### src/rtl/fpx_pkg.sv
`timescale 1ns/1ps
package fpx_pkg;
    localparam int EXC_W = 6;
    localparam int X_INV = 0;
    localparam int X_DZE = 1;
    localparam int X_OVF = 2;
    localparam int X_UNF = 3;
    localparam int X_INE = 4;
    localparam int X_IOV = 5;
    typedef logic [EXC_W-1:0] exc_t;
    // conditions that trap regardless of instruction enables
    localparam exc_t ALWAYS_TRAP = exc_t'((1 << X_INV) | (1 << X_DZE) | (1 << X_OVF) | (1 << X_IOV));
endpackage

### src/rtl/fpx_detect.sv
`timescale 1ns/1ps
module fpx_detect
    import fpx_pkg::*;
(
    input  logic op_div_i,
    input  logic dst_int_i,
    input  logic fmt_ieee_i,
    input  logic num_valid_i,
    input  logic num_zero_i,
    input  logic den_zero_i,
    input  logic nan_i,
    input  logic rnd_ovf_i,
    input  logic rnd_unf_i,
    input  logic rnd_inexact_i,
    input  logic int_ovf_i,
    input  logic trap_unf_en_i,
    input  logic trap_ine_en_i,
    output exc_t fired_o,
    output logic trap_req_o
);
    logic inv, dze, arith, ovf, unf, iov, ine;
    exc_t trap_en;

    always_comb begin
        // IEEE 0/0 is an invalid operation, never divide-by-zero
        inv   = nan_i | (fmt_ieee_i & op_div_i & num_valid_i & num_zero_i & den_zero_i);
        dze   = op_div_i & num_valid_i & den_zero_i & (~fmt_ieee_i | ~num_zero_i);
        // rounder status is meaningless once the operation itself faulted
        arith = ~(inv | dze);
        ovf   = arith & ~dst_int_i & rnd_ovf_i;
        unf   = arith & ~dst_int_i & rnd_unf_i;
        iov   = arith &  dst_int_i & int_ovf_i;
        ine   = arith & (rnd_inexact_i | (trap_ine_en_i & (ovf | unf | iov)));
        fired_o        = '0;
        fired_o[X_INV] = inv;
        fired_o[X_DZE] = dze;
        fired_o[X_OVF] = ovf;
        fired_o[X_UNF] = unf;
        fired_o[X_INE] = ine;
        fired_o[X_IOV] = iov;
    end

    for (genvar g = 0; g < EXC_W; g++) begin : g_en
        if (g == X_UNF) begin : g_unf
            assign trap_en[g] = trap_unf_en_i;
        end else if (g == X_INE) begin : g_ine
            assign trap_en[g] = trap_ine_en_i;
        end else begin : g_fix
            assign trap_en[g] = ALWAYS_TRAP[g];
        end
    end

    assign trap_req_o = |(fired_o & trap_en);
endmodule

### src/rtl/fpx_status.sv
`timescale 1ns/1ps
module fpx_status
    import fpx_pkg::*;
#(
    parameter int DATA_W = 64
) (
    input  logic              clk,
    input  logic              rst_n,
    input  logic              valid_i,
    input  exc_t              fired_i,
    input  logic              trap_req_i,
    input  logic [DATA_W-1:0] result_i,
    input  logic              csr_wr_i,
    input  exc_t              csr_wdata_i,
    output logic              valid_o,
    output logic              trap_o,
    output exc_t              exc_o,
    output exc_t              sticky_o,
    output logic [DATA_W-1:0] result_o
);
    typedef struct packed {
        logic              vld;
        logic              trap;
        exc_t              exc;
        exc_t              sticky;
        logic [DATA_W-1:0] res;
    } st_t;

    st_t st_d, st_q;
    exc_t fired_v;

    always_comb begin
        fired_v     = valid_i ? fired_i : '0;
        st_d        = st_q;
        st_d.vld    = valid_i;
        st_d.trap   = valid_i & trap_req_i;
        st_d.exc    = fired_v;
        st_d.sticky = (csr_wr_i ? csr_wdata_i : st_q.sticky) | fired_v;
        // underflow flushes to an all-zero (positive) word
        st_d.res    = fired_v[X_UNF] ? '0 : result_i;
    end

    always_ff @(posedge clk or negedge rst_n) begin
        if (!rst_n) st_q <= '0;
        else        st_q <= st_d;
    end

    assign valid_o  = st_q.vld;
    assign trap_o   = st_q.trap;
    assign exc_o    = st_q.exc;
    assign sticky_o = st_q.sticky;
    assign result_o = st_q.res;

    a_r11_trap_needs_valid: assert property (@(posedge clk) disable iff (!rst_n)
        trap_o |-> valid_o);
    a_r10_sticky_hold: assert property (@(posedge clk) disable iff (!rst_n)
        (!valid_i && !csr_wr_i) |=> $stable(sticky_o));
    a_r10_sticky_covers: assert property (@(posedge clk) disable iff (!rst_n)
        valid_o |-> ((sticky_o & exc_o) == exc_o));
endmodule

### src/rtl/fp_exc_trap_unit.sv
`timescale 1ns/1ps
module fp_exc_trap_unit
    import fpx_pkg::*;
#(
    parameter int DATA_W = 64
) (
    input  logic              clk,
    input  logic              rst_n,
    input  logic              res_valid_i,
    input  logic              op_div_i,
    input  logic              dst_int_i,
    input  logic              fmt_ieee_i,
    input  logic              num_valid_i,
    input  logic              num_zero_i,
    input  logic              den_zero_i,
    input  logic              nan_i,
    input  logic              rnd_ovf_i,
    input  logic              rnd_unf_i,
    input  logic              rnd_inexact_i,
    input  logic              int_ovf_i,
    input  logic              trap_unf_en_i,
    input  logic              trap_ine_en_i,
    input  logic [DATA_W-1:0] result_i,
    input  logic              csr_wr_i,
    input  logic [5:0]        csr_wdata_i,
    output logic              out_valid_o,
    output logic [DATA_W-1:0] result_o,
    output logic              trap_o,
    output logic [5:0]        exc_o,
    output logic [5:0]        sticky_o
);
    exc_t fired;
    logic trap_req;

    fpx_detect u_detect (
        .op_div_i      (op_div_i),
        .dst_int_i     (dst_int_i),
        .fmt_ieee_i    (fmt_ieee_i),
        .num_valid_i   (num_valid_i),
        .num_zero_i    (num_zero_i),
        .den_zero_i    (den_zero_i),
        .nan_i         (nan_i),
        .rnd_ovf_i     (rnd_ovf_i),
        .rnd_unf_i     (rnd_unf_i),
        .rnd_inexact_i (rnd_inexact_i),
        .int_ovf_i     (int_ovf_i),
        .trap_unf_en_i (trap_unf_en_i),
        .trap_ine_en_i (trap_ine_en_i),
        .fired_o       (fired),
        .trap_req_o    (trap_req)
    );

    fpx_status #(.DATA_W(DATA_W)) u_status (
        .clk         (clk),
        .rst_n       (rst_n),
        .valid_i     (res_valid_i),
        .fired_i     (fired),
        .trap_req_i  (trap_req),
        .result_i    (result_i),
        .csr_wr_i    (csr_wr_i),
        .csr_wdata_i (csr_wdata_i),
        .valid_o     (out_valid_o),
        .trap_o      (trap_o),
        .exc_o       (exc_o),
        .sticky_o    (sticky_o),
        .result_o    (result_o)
    );

    a_r2_dze_traps: assert property (@(posedge clk) disable iff (!rst_n)
        exc_o[X_DZE] |-> trap_o);
    a_r3_zero_over_zero: assert property (@(posedge clk) disable iff (!rst_n)
        (res_valid_i && op_div_i && fmt_ieee_i && num_valid_i && num_zero_i && den_zero_i)
        |=> (exc_o[X_INV] && !exc_o[X_DZE]));
    a_r4_int_no_ovf: assert property (@(posedge clk) disable iff (!rst_n)
        (res_valid_i && dst_int_i) |=> !exc_o[X_OVF]);
    a_r5_unf_zero: assert property (@(posedge clk) disable iff (!rst_n)
        (out_valid_o && exc_o[X_UNF]) |-> (result_o == '0));
    a_r7_ine_companion: assert property (@(posedge clk) disable iff (!rst_n)
        (res_valid_i && trap_ine_en_i && !dst_int_i && rnd_ovf_i && !op_div_i && !nan_i)
        |=> exc_o[X_INE]);
endmodule

### config.mk
export PLATFORM = sky130hd
export DESIGN_NAME = fp_exc_trap_unit
export DESIGN_NICKNAME = d
export VERILOG_FILES = /design/src/rtl/fpx_pkg.sv /design/src/rtl/fpx_detect.sv /design/src/rtl/fpx_status.sv /design/src/rtl/fp_exc_trap_unit.sv
export SDC_FILE = /design/constraint.sdc
export NUM_CORES = 1
export LEC_CHECK = 0
export ABC_AREA = 1
export BUFFER_PORTS_ARGS = -buffer_cell sky130_fd_sc_hd__buf_2
export CORE_MARGIN = 2
export CORE_UTILIZATION = 43
export CTS_CLUSTER_SIZE = 8
export DETAILED_ROUTE_END_ITERATION = 12
export PLACE_DENSITY = 0.8
export SYNTH_ARGS = -nofsm -noshare
export SYNTH_HDL_FRONTEND = slang
export SYNTH_SLANG_ARGS = --single-unit
### constraint.sdc
create_clock -name clk -period 0.8 [get_ports clk]
set_input_delay 0.16 -clock clk [delete_from_list [all_inputs] [get_ports clk]]
set_output_delay 0.16 -clock clk [all_outputs]
set_load 0.02 [all_outputs]
==> parameters.txt <==
Parameter                              Value

Status
  Run status ... finished, violations left
  Violations in the final reports ... setup timing

Yosys
  Compound-Gate Fraction of Synth Area ... 0.0155
  Library cell with the largest summed area after synthesis ... dfrtp_1
  Largest cells by area after synthesis ... dfrtp_1 (71%), nor2_1 (9.7%), inv_1 (9.6%)
  Mapped Area ... 2740 um2
  Cell count after synthesis ... 265
  Distinct cells, synth ... 15
  Mux contribution to synthesized area ... 0
  Seq cells post-synth ... 78
  Seq/Total Area, Yosys ... 0.711
  Net Count, Synth ... 352
  Simple-gate share of the synthesized area ... 0.150
  Xor-xnor portion of the synthesized cell area ... 0
  Share of synthesized cell area in full adder, half adder and majority cells ... 0
  Ys Warns ... 0
  Average cell area after synthesis ... 10.4 um2
  Dominant combinational cell family by area after synthesis ... simple AND/OR/NAND/NOR gates
  Share of Yosys cell area claimed by the top area cell type ... 0.711

CTS
  Total number of H-tree levels ... 3
  Clock buffers created by TritonCTS ... 9
  Deepest clock path buffer count ... 2
  CTS tree ... yes
  Sinks on Clock Net ... 78
  Library cell used as clock root buffer ... clkbuf_8
  Worst-skew pair later-pin latency ... 0.33 ns
  Clock-pin slew reported for the worst setup and hold paths after clock tree synthesis ... 0.08 ns

Setup path
  Worst R2R Path Depth ... 4
  Number of logic stages on the critical path including buffering ... 1
  Kind of critical path ... reg2out
  Crit path launch type ... flip-flop
  Destination of the critical timing path ... sticky_o[0]
  Crit path DAT ... 0.87 ns
  Timing startpoint of the critical path ... u_status.sticky_o[0]
  Max stage delay on crit path ... 0.41 ns
  Terminus of the critical flop-to-flop path ... u_status.sticky_o[3]
  Highest net fanout along the worst path ... 2
  Cell with the biggest individual delay on the critical path ... dfrtp_1
  Worst path cell trace ... buf_6
  Top Family by Delay on Critical Path ... flip-flops
  CP Capture Type ... primary output
  Setup slack of the most critical reg-to-reg path ... -0.09 ns
  Worst reg2reg path startpoint ... u_status.sticky_o[3]
  Buffering stage count on the worst path with inverters included ... 1
  Worst endpoint required time ... 0.64 ns

Floorplan
  Horizontal die dimension ... 83.9 um
  I/O pin count ... 165
  Die height ... 83.9 um
  Total die area ... 7040 um2
  Number of placement rows ... 29
  Area of the core region ... 6280 um2
  Initial core utilization ... 0.437

Global routing
  Number of antenna violations at the first check in global routing ... 0
  GR Util All Layers ... 0.198
  Pin count of the biggest net entering global routing ... 46
  Vias in the first global route ... 2373
  First-pass GRT wire length ... 10900 um
  Overall overflow remaining after global route ... 0

Routing
  Average wire length per cell after detail routing ... 12.5 um
  TritonRoute pass-1 iters ... 4
  Number of vias in the routed layout ... 2278
  Detailed Route WL ... 6660 um
  Per-cell via count in the routed design ... 4.27
  Antenna Nets Post-Route ... 0
  Initial DRC Count ... 60
  Final routed DRC violation total ... 0

STA
  Relative slew slack ... 0.842
  Worst setup skew after layout ... 0 ns
  Portion of the clock cycle consumed by the worst path in the final layout ... 1.29
  Final number of max-transition violations ... 0
  Achievable clock frequency ... 0.969 GHz
  Pin slew with the least headroom to its limit ... 0.237 ns
  Final min period ... 1.03 ns
  RSZ-0062 raised after global routing ... yes
  Setup TNS ... -15.70 ns
  Tightest hold margin ... 0.0242 ns
  # setup viols final ... 80
  Worst setup slack after layout ... -0.232 ns
  Hold Vio Cnt, Final ... 0

Power and ir drop
  Leakage power total ... 2.52 nW
  IR Drop Worst-Case VDD ... 1.17 mV
  Cell area power density ... 1880 nW/um2

Layout
  Ratio of cells with drive above 1 in the final layout ... 0.446
  Layout area overhead ... 63.2%
  Final cell utilization of the core ... 0.713
  Filler instances ... 453
  Nets ... 539
  Antenna diode count ... 0

Place
  Final HPWL from detailed placement ... 4570 um
  Total of buffers placed on input and output ports ... 164
  Final RePlAce weighted congestion ... 0.777

Run
  Max-cap viol count ... 0

Worst hold path
  Class of the worst hold path ... in2reg
[cells by family (layout without fill, tap and decap cells)]
kind of cell	Yosys count	in the layout
AO/OA/AOI/OAI	6	6
buffers and inverters	79	271
flip-flops	78	78
AND/OR/NAND/NOR	102	102
[metal layers]
| layer | vias up | share of wire | wire (um) | GRT usage |
|---|---|---|---|---|
| met4 | 0 | 0.012 | 78 | 0.0630 |
| li1 | 1117 | - | - | - |
| met1 | 1052 | 0.38 | 2540 | 0.224 |
| met5 | - | 0 | 0 | 0 |
| met2 | 101 | 0.54 | 3580 | 0.347 |
| met3 | 8 | 0.070 | 463 | 0.0722 |
[state kept, by name, summed over array words and instances, names as in the netlist]
signal and flops:
u_status.result_o 64, u_status.sticky_o 6, u_status.valid_o 1, u_status.trap_o 1
u_status.exc_o 6
[cell usage after synthesis (all sizes together)]
master	n
buf	7
o21ai	1
nand2	22
dfrtp	78
inv	72
o211ai	5
nand3b	1
nand3	4
nor2	72
nand4	3
[power breakdown]
part           total (mW)  switching (mW)  internal (mW)
Sequential           4.31           0.129           4.19
Combinational        1.59           0.778          0.810
Clock                2.51            1.31           1.20
Total                8.41            2.22           6.19
[cell type report]
type,count,area [um2],share of cell area
Sequential cell,78,1950,0.436
Timing Repair Buffer,183,1510,0.337
Multi-Input combinational cell,108,482,0.108
Inverter,72,273,0.0609
Clock buffer,12,145,0.0324
Tap cell,77,96.3,0.0215
Clock inverter,4,22.5,0.00503
[cells in the final DEF, fill, tap and decap left out, drive strengths merged, types with 3 or more instances in the layout]
cell / n
clkbuf: 12
nand2: 22
nor2: 72
inv: 72
buf: 182
dfrtp: 78
nand4: 3
nand3: 4
o211ai: 5
clkinv: 3
[per-stage QoR]
stage	instances	power, mW	area, um2	setup WS (ns)
finish	534	8.41	4480	-0.232
global route	534	8.85	4480	-0.267
CTS	532	8.49	4460	-0.241
detailed placement	512	5.58	3770	-0.310
global placement	512	5.54	3770	-0.253
floorplan	265	4.93	2770	-0.0789
[repair_timing]
| item | 4_1_cts | 5_1_grt |
|---|---|---|
| endpoints found under the setup margin | 78 | 80 |
| gates cloned | 0 | 0 |
| hold buffers | 1 | 0 |
| pin swaps | 0 | 0 |
| hold endpoints to repair | 78 | 0 |
| setup buffers | 3 | 2 |
| resized for setup | 156 | 3 |
[worst min-delay path by stage]
stage                  from                     to  cells past startpoint
2_1_floorplan         rst_n      u_status.exc_o[0]                      0
3_3_place_gp          rst_n  u_status.result_o[24]                      2
3_5_place_dp          rst_n  u_status.result_o[26]                      2
4_1_cts        result_i[29]  u_status.result_o[29]                      3
5_1_grt        result_i[44]  u_status.result_o[44]                      3
6_report       result_i[53]  u_status.result_o[53]                      3
Power figures use the tool's default switching activity.
